## config.mk

```make
export PLATFORM = sky130hd
export DESIGN_NAME = mmr_bank_regs
export DESIGN_NICKNAME = d
export VERILOG_FILES = /design/src/rtl/mmr_bank_pkg.sv /design/src/rtl/mmr_bank_table.sv /design/src/rtl/mmr_bank_ctrl.sv /design/src/rtl/mmr_bank_regs.sv
export SDC_FILE = /design/constraint.sdc
export NUM_CORES = 1
export LEC_CHECK = 0
export BUFFER_PORTS_ARGS = -buffer_cell sky130_fd_sc_hd__buf_2
export CAP_MARGIN = 5
export CORE_MARGIN = 2
export CORE_UTILIZATION = 50
export CTS_CLUSTER_SIZE = 20
export DETAILED_ROUTE_END_ITERATION = 10
export HOLD_SLACK_MARGIN = 0.15
export PLACE_DENSITY = 0.72
export SLEW_MARGIN = 10
export SYNTH_ARGS = -nofsm -noshare
export SYNTH_HDL_FRONTEND = slang
export SYNTH_HIERARCHICAL = 1
export SYNTH_SLANG_ARGS = --single-unit
```

## constraint.sdc

```tcl
create_clock -name clk -period 9.3 [get_ports clk]
set_input_delay 1.86 -clock clk [delete_from_list [all_inputs] [get_ports clk]]
set_output_delay 1.86 -clock clk [all_outputs]
set_load 0.03 [all_outputs]
```

## src/rtl/mmr_bank_pkg.sv

```systemverilog
package mmr_bank_pkg;

    // Bus offsets whose positions the surrounding decoder relies on
    localparam logic [7:0] OFS_TABLE  = 8'h80;
    localparam logic [7:0] OFS_SEGSEL = 8'h90;
    localparam logic [7:0] OFS_WINDOW = 8'h92;
    localparam logic [7:0] OFS_CTRL   = 8'h93;

    // Control register bit positions
    localparam int CTRL_BOOT_BIT = 0;
    localparam int CTRL_WIN_BIT  = 6;
    localparam int CTRL_MMR_BIT  = 7;

    // Constant bits returned on a control read
    localparam logic [7:0] CTRL_FILL = 8'h3E;

    // Value returned for an undecoded read
    localparam logic [7:0] UNMAPPED_READ = 8'hFF;

    typedef enum logic [2:0] {
        ACC_NONE,
        ACC_TABLE,
        ACC_SEG,
        ACC_WINDOW,
        ACC_CTRL
    } acc_kind_e;

endpackage

```

## src/rtl/mmr_bank_table.sv

```systemverilog
module mmr_bank_table #(
    parameter int DEPTH   = 128,
    parameter int IDX_W   = 7,
    parameter int ENTRY_W = 6
) (
    input  logic               clk,
    input  logic               rst_n,
    input  logic               wr_en,
    input  logic [IDX_W-1:0]   wr_idx,
    input  logic [ENTRY_W-1:0] wr_data,
    input  logic [IDX_W-1:0]   rd_idx_a,
    output logic [ENTRY_W-1:0] rd_data_a,
    input  logic [IDX_W-1:0]   rd_idx_b,
    output logic [ENTRY_W-1:0] rd_data_b
);

    logic [ENTRY_W-1:0] ent_q [DEPTH];

    // One register per entry, each with its own decoded write enable
    for (genvar i = 0; i < DEPTH; i++) begin : g_entry
        logic hit;
        assign hit = wr_en && (wr_idx == IDX_W'(i));

        always_ff @(posedge clk or negedge rst_n) begin
            if (!rst_n) begin
                ent_q[i] <= '0;
            end else if (hit) begin
                ent_q[i] <= wr_data;
            end
        end
    end

    // Bus read port and lookup read port
    assign rd_data_a = ent_q[rd_idx_a];
    assign rd_data_b = ent_q[rd_idx_b];

endmodule

```

## src/rtl/mmr_bank_ctrl.sv

```systemverilog
module mmr_bank_ctrl
    import mmr_bank_pkg::*;
#(
    parameter int SEG_W  = 2,
    parameter int DATA_W = 8
) (
    input  logic              clk,
    input  logic              rst_n,
    input  logic              seg_wr,
    input  logic              win_wr,
    input  logic              ctrl_wr,
    input  logic [DATA_W-1:0] wdata,
    output logic [SEG_W-1:0]  seg_o,
    output logic [DATA_W-1:0] win_off_o,
    output logic              boot_o,
    output logic              win_en_o,
    output logic              mmr_en_o,
    output logic              reeval_o
);

    typedef struct packed {
        logic [SEG_W-1:0]  seg;
        logic [DATA_W-1:0] win;
        logic              boot;
        logic              win_en;
        logic              mmr_en;
        logic              reeval;
    } ctrl_state_t;

    ctrl_state_t st_d, st_q;

    always_comb begin
        st_d        = st_q;
        st_d.reeval = 1'b0;

        if (seg_wr) begin
            st_d.seg = wdata[SEG_W-1:0];
        end

        if (win_wr) begin
            st_d.win = wdata;
        end

        if (ctrl_wr) begin
            st_d.boot   = wdata[CTRL_BOOT_BIT];
            st_d.win_en = wdata[CTRL_WIN_BIT];
            st_d.mmr_en = wdata[CTRL_MMR_BIT];
            st_d.reeval = wdata[CTRL_MMR_BIT] ^ st_q.mmr_en;
        end
    end

    always_ff @(posedge clk or negedge rst_n) begin
        if (!rst_n) begin
            st_q <= '0;
        end else begin
            st_q <= st_d;
        end
    end

    assign seg_o     = st_q.seg;
    assign win_off_o = st_q.win;
    assign boot_o    = st_q.boot;
    assign win_en_o  = st_q.win_en;
    assign mmr_en_o  = st_q.mmr_en;
    assign reeval_o  = st_q.reeval;

    // a request is only raised when the enable really moved
    assert_pulse_only_on_change_R7: assert property (
        @(posedge clk) disable iff (!rst_n)
        reeval_o |-> (mmr_en_o != $past(mmr_en_o))
    );

    // every change of the enable is accompanied by a request
    assert_change_raises_pulse_R7: assert property (
        @(posedge clk) disable iff (!rst_n)
        (mmr_en_o != $past(mmr_en_o)) |-> reeval_o
    );

    // the enable follows bit 7 of the control write
    assert_ctrl_load_R5: assert property (
        @(posedge clk) disable iff (!rst_n)
        ctrl_wr |=> (mmr_en_o == $past(wdata[CTRL_MMR_BIT]))
    );

    // the segment holds unless its own offset is written
    assert_seg_hold_R3: assert property (
        @(posedge clk) disable iff (!rst_n)
        !seg_wr |=> $stable(seg_o)
    );

    // the window offset holds unless its own offset is written
    assert_win_hold_R4: assert property (
        @(posedge clk) disable iff (!rst_n)
        !win_wr |=> $stable(win_off_o)
    );

endmodule

```

## src/rtl/mmr_bank_regs.sv

```systemverilog
module mmr_bank_regs
    import mmr_bank_pkg::*;
#(
    parameter bit EXTENDED      = 1'b0,
    parameter int NUM_SEGS      = 8,
    parameter int BANKS_PER_SEG = 16,
    parameter int ADDR_W        = 8,
    parameter int DATA_W        = 8
) (
    input  logic              clk,
    input  logic              rst_n,
    input  logic              bus_wr,
    input  logic [ADDR_W-1:0] bus_addr,
    input  logic [DATA_W-1:0] bus_wdata,
    output logic [DATA_W-1:0] bus_rdata,
    input  logic [3:0]        lookup_bank,
    output logic [DATA_W-1:0] lookup_entry,
    output logic              mmr_en,
    output logic              win_en,
    output logic              boot_ram,
    output logic [DATA_W-1:0] win_offset,
    output logic              clk_reeval
);

    localparam int SEG_W      = EXTENDED ? 3 : 2;
    localparam int ENTRY_W    = EXTENDED ? DATA_W : 6;
    localparam int BANK_W     = $clog2(BANKS_PER_SEG);
    localparam int DEPTH      = NUM_SEGS * BANKS_PER_SEG;
    localparam int IDX_W      = $clog2(DEPTH);
    localparam int SEG_SLOT_W = IDX_W - BANK_W;
    localparam logic [DATA_W-1:0] ENTRY_MASK = DATA_W'((1 << ENTRY_W) - 1);

    acc_kind_e           acc_kind;
    logic [SEG_W-1:0]    seg;
    logic [IDX_W-1:0]    bus_idx;
    logic [IDX_W-1:0]    look_idx;
    logic [ENTRY_W-1:0]  tbl_bus_rd;
    logic [ENTRY_W-1:0]  tbl_look_rd;
    logic [DATA_W-1:0]   ctrl_rd;

    // Offset decode
    always_comb begin
        if (bus_addr[ADDR_W-1:BANK_W] == OFS_TABLE[ADDR_W-1:BANK_W]) begin
            acc_kind = ACC_TABLE;
        end else if (bus_addr == OFS_SEGSEL) begin
            acc_kind = ACC_SEG;
        end else if (bus_addr == OFS_WINDOW) begin
            acc_kind = ACC_WINDOW;
        end else if (bus_addr == OFS_CTRL) begin
            acc_kind = ACC_CTRL;
        end else begin
            acc_kind = ACC_NONE;
        end
    end

    // Table index: bank in the low bits, segment above it
    assign bus_idx  = {SEG_SLOT_W'(seg), bus_addr[BANK_W-1:0]};
    assign look_idx = {SEG_SLOT_W'(seg), lookup_bank[BANK_W-1:0]};

    mmr_bank_table #(
        .DEPTH   (DEPTH),
        .IDX_W   (IDX_W),
        .ENTRY_W (ENTRY_W)
    ) u_table (
        .clk       (clk),
        .rst_n     (rst_n),
        .wr_en     (bus_wr && (acc_kind == ACC_TABLE)),
        .wr_idx    (bus_idx),
        .wr_data   (bus_wdata[ENTRY_W-1:0]),
        .rd_idx_a  (bus_idx),
        .rd_data_a (tbl_bus_rd),
        .rd_idx_b  (look_idx),
        .rd_data_b (tbl_look_rd)
    );

    mmr_bank_ctrl #(
        .SEG_W  (SEG_W),
        .DATA_W (DATA_W)
    ) u_ctrl (
        .clk       (clk),
        .rst_n     (rst_n),
        .seg_wr    (bus_wr && (acc_kind == ACC_SEG)),
        .win_wr    (bus_wr && (acc_kind == ACC_WINDOW)),
        .ctrl_wr   (bus_wr && (acc_kind == ACC_CTRL)),
        .wdata     (bus_wdata),
        .seg_o     (seg),
        .win_off_o (win_offset),
        .boot_o    (boot_ram),
        .win_en_o  (win_en),
        .mmr_en_o  (mmr_en),
        .reeval_o  (clk_reeval)
    );

    // Control read-back
    always_comb begin
        ctrl_rd                = CTRL_FILL;
        ctrl_rd[CTRL_BOOT_BIT] = boot_ram;
        ctrl_rd[CTRL_WIN_BIT]  = win_en;
        ctrl_rd[CTRL_MMR_BIT]  = mmr_en;
    end

    // Read mux
    always_comb begin
        unique case (acc_kind)
            ACC_TABLE:  bus_rdata = DATA_W'(tbl_bus_rd);
            ACC_WINDOW: bus_rdata = win_offset;
            ACC_CTRL:   bus_rdata = ctrl_rd;
            default:    bus_rdata = UNMAPPED_READ;
        endcase
    end

    assign lookup_entry = DATA_W'(tbl_look_rd);

    // a table write is returned masked on the lookup port
    assert_table_readback_R2: assert property (
        @(posedge clk) disable iff (!rst_n)
        ($past(rst_n) && $past(bus_wr) && ($past(acc_kind) == ACC_TABLE)
            && (lookup_bank == $past(bus_addr[3:0])) && $stable(seg))
        |-> (lookup_entry == ($past(bus_wdata) & ENTRY_MASK))
    );

    // the constant bits of a control read are always ones
    assert_ctrl_fill_R6: assert property (
        @(posedge clk) disable iff (!rst_n)
        (acc_kind == ACC_CTRL) |-> (bus_rdata[5:1] == 5'b11111)
    );

    // no entry carries bits above the configured width
    assert_entry_width_R2: assert property (
        @(posedge clk) disable iff (!rst_n)
        (lookup_entry & ~ENTRY_MASK) == '0
    );

endmodule

```

==> flow_summary.toml <==
[status]
status = "completed"

[pwr]
peakVddDrop_uv = 130
power_density_nw_per_um2 = 160
leakage_nw = 20.6

[clock_tree]
clock-root-buffer = "clkbuf_16"
cts_buffers = 86
clk_latency_ns = 0.64
clock-sinks = 782
cts_tree = "yes"
holdBufCountCts = 0
htreeDepth = 3
ctsLongestPathBuffers = 3
cts_resized = 0
cts_setup_buffers = 0
clkSlewWorstSetupHoldPaths_ns = 0.05

[sta]
post-route-min-period_ns = 7.49
final-setup-viol-count = 0
min_period_over_period_pct = 80.5
rsz0062_at_grt = "false"
slew_viol_final = 0
slew_headroom_pct = 12.6
finalSetupTns_ns = 0
clock_skew_ns = 0.0181
finalHoldViolCount = 0
max_freq_ghz = 0.133
worstMarginPinSlew_ns = 1.31

[route]
first_pass_iters = 5
num_vias = 25000
via_per_inst = 6.90
drt_drc_violations_left = 0
drt-initial-drc-count = 2317
avgRoutedWirePerCell_um = 31.8
wl_um = 115000
ant_nets = 0

[placement]
post-place-cells = 3465
dp_hpwl_um = 74100
port-buffer-count = 48
place_congestion = 0.857

[logic_synthesis]
synth_area_um2 = 41800
synth_top_area_share_pct = 46.8
seq_area_frac_synth_pct = 46.8
async_reset_ff_share_pct = 100
synth_edf_count = 0
ys_seq_elements = 782
synth.area.top_cells = "dfrtp_1 47%, mux4_2 27%, mux2_2 21%"
synth_top_area_cell = "dfrtp_1"
avgSynthCellArea_um2 = 16.6
netlist_instances = 2511
synth_warnings = 6
synth.distinct_cells = 36
synth_top_flop_cell = "dfrtp_1"

[critical_path]
ff2ff_path_depth = 5
rrSetupSlack_ns = 5.50
path_max_fanout = 84
reg2reg_from = "u_ctrl/seg_o[0]"
start_kind = "input pin"
rr_endpoint = "u_table/ent_q[457]"
crit_type = "input pin to output pin"
cp.arrival_ns = 5.63
crit_required_ns = 7.44
end_kind = "output pin"

[global_route]
grt_usage_pct = 27.4
grt_pass1_vias = 26400
grt_max_degree = 178
grt_first_pass_wirelength_um = 175000
gr-total-overflow = 0
antenna_found_initial = 6

[die]
num_rows = 106
fp.dieH_um = 293
ios = 51
die-width_um = 293
initial_core_util_pct = 50.3
core_region_area_um2 = 83200
dieArea_um2 = 85900

[hold_path]
hp-start = "u_table/ent_q[202]"
hold_depth = 1
worst_hold_path_type = "register to register"
hold_path_end = "u_table/ent_q[202]"

[finish]
nets = 2496
final_cells = 3619
post-route-util_pct = 55.0
area_growth_pct = 9.39
drive_gt1_share_pct = 60.0

[run]
maxCapViolCount = 0
[kinds of logic (layout without fill, tap and decap cells)]
logic type / after synthesis / count (layout) / share of synthesized area (%)
compound gates: 9 / 9 / 0.162
buf+inv: 217 / 231 / 2.14
other cells: 1 / 15 / 0.00897
flops: 782 / 782 / 46.8
mux: 1299 / 1299 / 48.7
xor+xnor: 1 / 1 / 0.0210
simple gates: 202 / 202 / 2.18
[critical path: stages]
cell and delay (ns):
buf_8 0.67, buf_4 0.55, mux4_2 0.57, mux4_2 0.51, mux4_2 0.46, mux2_2 0.30
nor2_1 0.09, a21oi_1 0.06, a211o_1 0.27, buf_2 0.18
[cells in the final DEF, fill, tap and decap left out, types with 6 or more instances in the layout]
cell / netlist / final
mux4_2: 504 / 504
buf_2: 44 / 35
nand3_1: 6 / 6
nor2_1: 106 / 106
clkinv_2: 0 / 9
dfrtp_1: 782 / 781
nand2_1: 55 / 55
clkbuf_1: 149 / 18
mux2_4: 8 / 8
mux2_2: 787 / 787
clkbuf_8: 0 / 23
buf_4: 3 / 36
conb_1: 1 / 13
clkbuf_16: 0 / 88
[how the worst max path moves through the flow]
stage,from,end,depth (start not counted)
floorplan,bus_addr[0],bus_rdata[0],9
global placement,bus_addr[0],bus_rdata[0],10
detailed placement,bus_addr[0],bus_rdata[0],10
CTS,bus_addr[0],bus_rdata[0],10
global route,bus_addr[0],bus_rdata[0],10
finish,bus_addr[0],bus_rdata[0],10
[registers in the layout (all words and copies together), names as in the netlist]
signal	flops
u_ctrl/win_off_o	8
u_ctrl/boot_o	1
u_table/ent_q	768
u_ctrl/mmr_en_o	1
u_ctrl/reeval_o	1
u_ctrl/seg_o	2
u_ctrl/win_en_o	1
[power by group]
| part | leakage [nW] | internal (W) | total [W] | switching (W) |
|---|---|---|---|---|
| Combinational | 8.26 | 0.000161 | 0.000468 | 0.000306 |
| Sequential | 10.9 | 0.00343 | 0.00346 | 0.0000285 |
| Clock | 1.38 | 0.00197 | 0.00340 | 0.00143 |
[cells in the mapped netlist, drive strengths merged, types with 3 or more instances]
| library cell | count |
|---|---|
| nor3 | 3 |
| nor2 | 106 |
| or3b | 4 |
| clkbuf | 149 |
| nand3 | 6 |
| nor3b | 5 |
| nand2 | 55 |
| mux4 | 504 |
| dfrtp | 782 |
| nor2b | 5 |
| mux2 | 795 |
| buf | 68 |
| o32ai | 5 |
| and3b | 4 |
[metal layers]
metal / vias up / wire (µm) / global-route usage [%]
li1: 9808 / - / -
met1: 13700 / 46400 / 38.1
met2: 1161 / 53900 / 41.7
met3: 255 / 10100 / 7.20
met4: 6 / 4600 / 10.5
met5: - / 42 / 0
[through the flow]
| step | worst slack (ns) | hold slack (ns) | instance area, µm² | power (W) |
|---|---|---|---|---|
| finish | 1.81 | 0.523 | 45700 | 0.00733 |
| global route | 1.59 | 0.537 | 45700 | 0.00756 |
| CTS | 1.78 | 0.526 | 45700 | 0.00739 |
| detailed placement | 1.78 | 0.514 | 42900 | 0.00399 |
| global placement | 1.83 | 0.502 | 42900 | 0.00397 |
| floorplan | 2.74 | 0.492 | 41800 | 0.00381 |
[layout make-up]
class,count,area (µm²)
flip-flops and latches,782,19600
multi-input cells,1524,21400
clock inverters,24,264
diodes,2,5.00
clock buffers,128,2570
fillers,6379,37400
well taps,1080,1350
repair buffers,79,579
Note: power is estimated with default switching activity, not from simulation.
